--- config.mk ---
export PLATFORM = sky130hd
export DESIGN_NAME = rtc_alarm_match
export DESIGN_NICKNAME = d
export VERILOG_FILES = /design/src/rtl/rtc_alarm_pkg.sv /design/src/rtl/alarm_regs.sv /design/src/rtl/alarm_compare.sv /design/src/rtl/alarm_pulse.sv /design/src/rtl/rtc_alarm_match.sv
export SDC_FILE = /design/constraint.sdc
export NUM_CORES = 1
export LEC_CHECK = 0
export BUFFER_PORTS_ARGS = -buffer_cell sky130_fd_sc_hd__buf_4
export CAP_MARGIN = 15
export CORE_ASPECT_RATIO = 0.75
export CORE_MARGIN = 2
export CORE_UTILIZATION = 25
export CTS_BUF_LIST = sky130_fd_sc_hd__clkbuf_8
export DETAILED_ROUTE_END_ITERATION = 8
export SETUP_SLACK_MARGIN = 0.2
export SYNTH_ARGS = -nofsm -noshare
export SYNTH_HDL_FRONTEND = slang
export SYNTH_SLANG_ARGS = --single-unit
--- constraint.sdc ---
create_clock -name clk -period 1.8 [get_ports clk]
set_clock_uncertainty 0.1 [all_clocks]
set_input_delay 0.09 -clock clk [delete_from_list [all_inputs] [get_ports clk]]
set_output_delay 0.09 -clock clk [all_outputs]
set_load 0.1 [all_outputs]
--- src/rtl/rtc_alarm_pkg.sv ---
package rtc_alarm_pkg;
  localparam int FIELD_CNT = 4;
  localparam int BYTE_W    = 8;
  localparam int ADDR_W    = $clog2(FIELD_CNT);

  typedef enum logic [1:0] {
    F_SEC  = 2'd0,
    F_MIN  = 2'd1,
    F_HOUR = 2'd2,
    F_DATE = 2'd3
  } field_e;

  typedef enum logic [2:0] {
    RPT_MONTH,
    RPT_DAY,
    RPT_HOUR,
    RPT_MINUTE,
    RPT_SECOND
  } repeat_e;

  // tens * 10 + units, as a plain binary value
  function automatic logic [6:0] bcd_value(input logic [6:0] b);
    return ({4'b0, b[6:4]} * 7'd10) + {3'b0, b[3:0]};
  endfunction

  function automatic logic field_ok(input field_e f, input logic [7:0] d);
    logic ok;
    case (f)
      F_SEC, F_MIN: ok = (bcd_value(d[6:0]) <= 7'd59);
      F_HOUR:       ok = (bcd_value({1'b0, d[5:0]}) <= 7'd23);
      default:      ok = (d[5:0] != 6'd0);
    endcase
    return ok;
  endfunction

  // flags = {date, hour, min, sec}
  function automatic repeat_e decode_repeat(input logic [3:0] flags);
    repeat_e m;
    case (flags)
      4'b0000: m = RPT_MONTH;
      4'b1000: m = RPT_DAY;
      4'b1100: m = RPT_HOUR;
      4'b1110: m = RPT_MINUTE;
      default: m = RPT_SECOND;
    endcase
    return m;
  endfunction
endpackage

--- src/rtl/alarm_regs.sv ---
module alarm_regs
  import rtc_alarm_pkg::*;
#(
  parameter int N_FIELDS = FIELD_CNT,
  parameter int A_W      = ADDR_W
) (
  input  logic                            clk,
  input  logic                            rst_n,
  input  logic                            wr_en,
  input  logic [A_W-1:0]                  wr_addr,
  input  logic [BYTE_W-1:0]               wr_data,
  output logic [N_FIELDS-1:0][BYTE_W-1:0] regs_q
);
  for (genvar g = 0; g < N_FIELDS; g++) begin : g_field
    logic take;
    assign take = wr_en && (wr_addr == A_W'(g)) && field_ok(field_e'(g), wr_data);

    always_ff @(posedge clk or negedge rst_n) begin
      if (!rst_n)    regs_q[g] <= '0;
      else if (take) regs_q[g] <= wr_data;
    end
  end
endmodule

--- src/rtl/alarm_compare.sv ---
module alarm_compare
  import rtc_alarm_pkg::*;
(
  input  logic [6:0] al_sec,
  input  logic [6:0] al_min,
  input  logic [5:0] al_hour,
  input  logic [5:0] al_date,
  input  logic [3:0] flags,
  input  logic [6:0] tod_sec,
  input  logic [6:0] tod_min,
  input  logic [5:0] tod_hour,
  input  logic [5:0] tod_date,
  output logic       hit
);
  logic    eq_s, eq_m, eq_h, eq_d;
  repeat_e mode;

  assign eq_s = (al_sec  == tod_sec);
  assign eq_m = (al_min  == tod_min);
  assign eq_h = (al_hour == tod_hour);
  assign eq_d = (al_date == tod_date);
  assign mode = decode_repeat(flags);

  always_comb begin
    case (mode)
      RPT_MONTH:  hit = eq_d & eq_h & eq_m & eq_s;
      RPT_DAY:    hit = eq_h & eq_m & eq_s;
      RPT_HOUR:   hit = eq_m & eq_s;
      RPT_MINUTE: hit = eq_s;
      default:    hit = 1'b1;
    endcase
  end
endmodule

--- src/rtl/alarm_pulse.sv ---
module alarm_pulse (
  input  logic clk,
  input  logic rst_n,
  input  logic tick,
  input  logic hit,
  output logic irq
);
  always_ff @(posedge clk or negedge rst_n) begin
    if (!rst_n) irq <= 1'b0;
    else        irq <= tick & hit;
  end
endmodule

--- src/rtl/rtc_alarm_match.sv ---
module rtc_alarm_match
  import rtc_alarm_pkg::*;
(
  input  logic       clk,
  input  logic       rst_n,
  input  logic       reg_wr_en,
  input  logic [1:0] reg_addr,
  input  logic [7:0] reg_wdata,
  output logic [7:0] reg_rdata,
  input  logic [6:0] tod_sec,
  input  logic [6:0] tod_min,
  input  logic [5:0] tod_hour,
  input  logic [5:0] tod_date,
  input  logic       sec_tick,
  output logic       alarm_irq
);
  logic [FIELD_CNT-1:0][BYTE_W-1:0] alm_regs;
  logic [3:0]                       rpt_flags;
  logic                             cmp_hit;

  alarm_regs #(.N_FIELDS(FIELD_CNT), .A_W(ADDR_W)) i_regs (
    .clk     (clk),
    .rst_n   (rst_n),
    .wr_en   (reg_wr_en),
    .wr_addr (reg_addr),
    .wr_data (reg_wdata),
    .regs_q  (alm_regs)
  );

  assign reg_rdata = alm_regs[reg_addr];
  assign rpt_flags = {alm_regs[F_DATE][7], alm_regs[F_HOUR][7],
                      alm_regs[F_MIN][7],  alm_regs[F_SEC][7]};

  alarm_compare i_cmp (
    .al_sec   (alm_regs[F_SEC][6:0]),
    .al_min   (alm_regs[F_MIN][6:0]),
    .al_hour  (alm_regs[F_HOUR][5:0]),
    .al_date  (alm_regs[F_DATE][5:0]),
    .flags    (rpt_flags),
    .tod_sec  (tod_sec),
    .tod_min  (tod_min),
    .tod_hour (tod_hour),
    .tod_date (tod_date),
    .hit      (cmp_hit)
  );

  alarm_pulse i_pulse (
    .clk   (clk),
    .rst_n (rst_n),
    .tick  (sec_tick),
    .hit   (cmp_hit),
    .irq   (alarm_irq)
  );
endmodule

==> reports/qor.txt <==
mapped cell area -> 0.002079 mm²
number of distinct standard cells referenced by the synthesized netlist -> 37
DRC violation total after the first TritonRoute iteration -> 43
number of enable flip-flop cells after synthesis -> 0
Worst Setup Slack, final -> 0.02522 ns
reg-to-reg endpoint -> i_pulse.irq$_DFF_PN0_
cell breakdown of the critical path -> buf_12 > ha_4 > ha_4 > ha_4 > and3b_1 > o211ai_2 > a21oi_4 > a21oi_4 > buf_12 > mux2_4
hold crit path type -> in -> reg
flip-flop cell with the highest count after synthesis -> dfrtp_1
CTS Root Buffer Type -> clkbuf_8
PortBufs -> 48
number of sinks driven by the clock tree -> 33
number of failing hold endpoints at the final stage -> 0
GRT Residual Overflow -> 0
cell type with the highest occurrence count on the critical path -> ha_4
startpoint of the lowest-slack register-to-register path -> i_regs.regs_q[8]$_DFFE_PN0P_
clock tree from TritonCTS -> yes
result of the run -> complete, no violations
final-layout setup total negative slack -> 0 ns
total die area -> 0.009071 mm²
terminating pin of the worst hold path -> i_regs.regs_q[6]$_DFFE_PN0P_
cell with the most instances after synthesis -> dfrtp_1
portion of synthesized cell area occupied by the leading cell type -> 39.71%
total count of max-transition violations in the final report -> 0
filler cell count -> 767
number of flip-flops and latches in the synthesized netlist -> 33
post-synthesis cell type with the largest combined area -> dfrtp_1
measured slew at the worst slew-check pin -> 0.4293 ns
setup slack of the most critical reg-to-reg path -> 0.16 ns
via count of the first global-routing pass -> 1747
starting density of the core -> 26.03%
count of vias placed by the detailed router -> 1640
CP Capture Type -> register
ANT cells -> 0
largest net degree at the start of global routing -> 34
clock-pin slew on the worst setup and hold paths -> 0.08 ns
final count of negative-setup-slack endpoints -> 0
Hold Path Cell Cnt -> 3
number of antenna violations at the first check in global routing -> 0
residual antenna-violating net count after detailed routing -> 0
total power divided by cell area -> 1103 mW/mm²
Hold Crit Start -> reg_wdata[6]
Inserted Clock Buffers -> 5
setup repair after global routing missed its margin -> yes
wire length per cell after detailed routing -> 17.36 µm
largest stage delay on the critical path -> 0.29 ns
routability-driven placement congestion ratio -> 0.7870
num rows -> 28
Worst EP arrival -> 1.85 ns
timing-limited maximum frequency -> 0.5635 GHz
Slowest-stage cell, CP -> mux2_4
leading cell types by total area after synthesis -> dfrtp_1 40%, mux2_2 11%, mux4_2 8.7%, xor2_1 6.3%, mux2_4 5.8%
ys async rst share -> 100.0%
Max Buffers Root-to-Sink -> 2
vertical die dimension -> 82.99 µm
nets in the synthesized netlist -> 207
Tot GR Track Use -> 14.03%
worst-case headroom to the max-slew limit -> 71.38%
drt pass-1 iters -> 5
Setup CP Type -> in -> reg
MaxCap Viol Count -> 0
Syn. warnings -> 0
total core area -> 0.007988 mm²
leakage power -> 1.407 nW
setup slack after placement -> -0.4668 ns
VDD IR-drop max -> 0.5259 mV
overall die width -> 109.3 µm
ratio of final minimum period to clock period -> 98.60%
DR vias/cell -> 4.699
required time reported for the critical path endpoint -> 1.87 ns
Final min period -> 1.775 ns
routed wire length -> 6057 µm
wire length of the first global-routing pass -> 9577 µm
CP max FO -> 8
commonest cells in the synthesized netlist -> 33 x dfrtp_1, 20 x mux2_2, 15 x xor2_1
maximum level of the CTS H-tree -> 2
startpoint kind of the worst setup timing path -> input pin
ratio of cells with drive above 1 in the final layout -> 61.89%
Top delay family on crit path -> adder cells
Mean Syn Cell Area -> 13.08 µm²
R2R depth -> 6
Ports -> 49
NumNets Final -> 291
Layout area overhead -> 60.17%
origin of the worst setup path -> reg_wdata[4]
drt drc -> 0
clock latency on the worst-skew pair -> 0.30 ns
worst path buffer plus inverter count -> 2
sequential share of the synthesized area -> 39.71%
placed wire-length estimate -> 4531 µm
number of instances in the synthesized netlist -> 159
## stage by stage
step / instances / cell area (µm²) / util (%) / power, W / hold slack [ns]
2_1_floorplan: 159 / 2213 / - / 0.002209 / -0.3056
3_3_place_gp: 329 / 2851 / 35.70 / 0.002599 / -0.03854
3_5_place_dp: 329 / 2851 / 35.70 / 0.002614 / -0.03840
4_1_cts: 345 / 3207 / 40.15 / 0.003543 / 0.08790
5_1_grt: 349 / 3331 / 41.70 / 0.003853 / 0.08394
6_report: 349 / 3331 / 41.70 / 0.003675 / 0.08631
## layout by cell type, fill, tap and decap left out, types with 2 or more instances in the layout
master	n
nand2_1	4
xnor2_1	12
buf_12	11
a21oi_2	2
inv_1	2
nand3_1	2
mux4_2	8
dlygate4sd3_1	4
buf_4	56
nor3_2	2
nor4_2	2
nor4_1	2
nor2_1	5
clkbuf_8	6
ha_4	6
dfrtp_1	33
nor3_1	2
nand4_1	2
a21oi_4	4
mux2_2	8
buf_6	7
mux2_4	24
xor2_1	15
## how the worst max path moves through the flow
stage | depth (start not counted) | end
finish | 10 | i_regs.regs_q[10]$_DFFE_PN0P_
global route | 9 | i_regs.regs_q[10]$_DFFE_PN0P_
CTS | 10 | i_regs.regs_q[2]$_DFFE_PN0P_
detailed placement | 9 | i_regs.regs_q[5]$_DFFE_PN0P_
global placement | 9 | i_regs.regs_q[5]$_DFFE_PN0P_
floorplan | 7 | i_regs.regs_q[10]$_DFFE_PN0P_
## power by group
group          total, W  switching (W)  internal, W
clock network  0.000742       0.000296     0.000446
registers       0.00114       0.000203     0.000939
logic           0.00179       0.000892     0.000899
total           0.00367        0.00139      0.00228
## logic make-up (layout without fill, tap and decap cells)
| family | count (synthesis) | after routing | share of synthesized area, % |
|---|---|---|---|
| XOR/XNOR | 27 | 27 | 11.37 |
| multiplexers | 40 | 40 | 27.44 |
| buffers and inverters | 3 | 88 | 0.6011 |
| AND/OR/NAND/NOR | 26 | 26 | 6.439 |
| flip-flops | 33 | 33 | 39.71 |
| AO/OA/AOI/OAI | 22 | 22 | 9.266 |
| adder cells (fa/ha/maj) | 8 | 8 | 5.174 |
## final cells by class
type	count	area [µm²]	area share, %
Clock buffer	6	82.58	2.479
Inverter	1	3.754	0.1127
Tap cell	105	131.4	3.944
Sequential cell	33	825.8	24.79
Timing Repair Buffer	79	774.5	23.25
Multi-Input combinational cell	123	1479	44.40
Clock inverter	2	33.78	1.014
## state kept, by name (all words and copies together), names as in the netlist
name           cells
i_regs.regs_q     32
i_pulse.irq        1
## metal layers
metal  track usage (%)  wire [µm]  vias to the layer above
met5                 0          0                        -
met4             2.762         48                        0
met3             3.454        275                        8
met2             18.86       2503                       38
met1             22.40       3229                      826
li1                  -          -                      768
## worst min-delay path, delay by kind of cell
family | cells | cell delay [ns]
buf+inv | 2 | 0.22
mux | 1 | 0.14
## timing repair
item	4_1_cts	5_1_grt
pin swaps	11	13
setup buffers	4	4
hold buffers	4	0
gates resized for setup	36	22
endpoints found under the setup margin	32	31
hold endpoints to repair	42	0
Note: power is estimated with default switching activity, not from simulation.
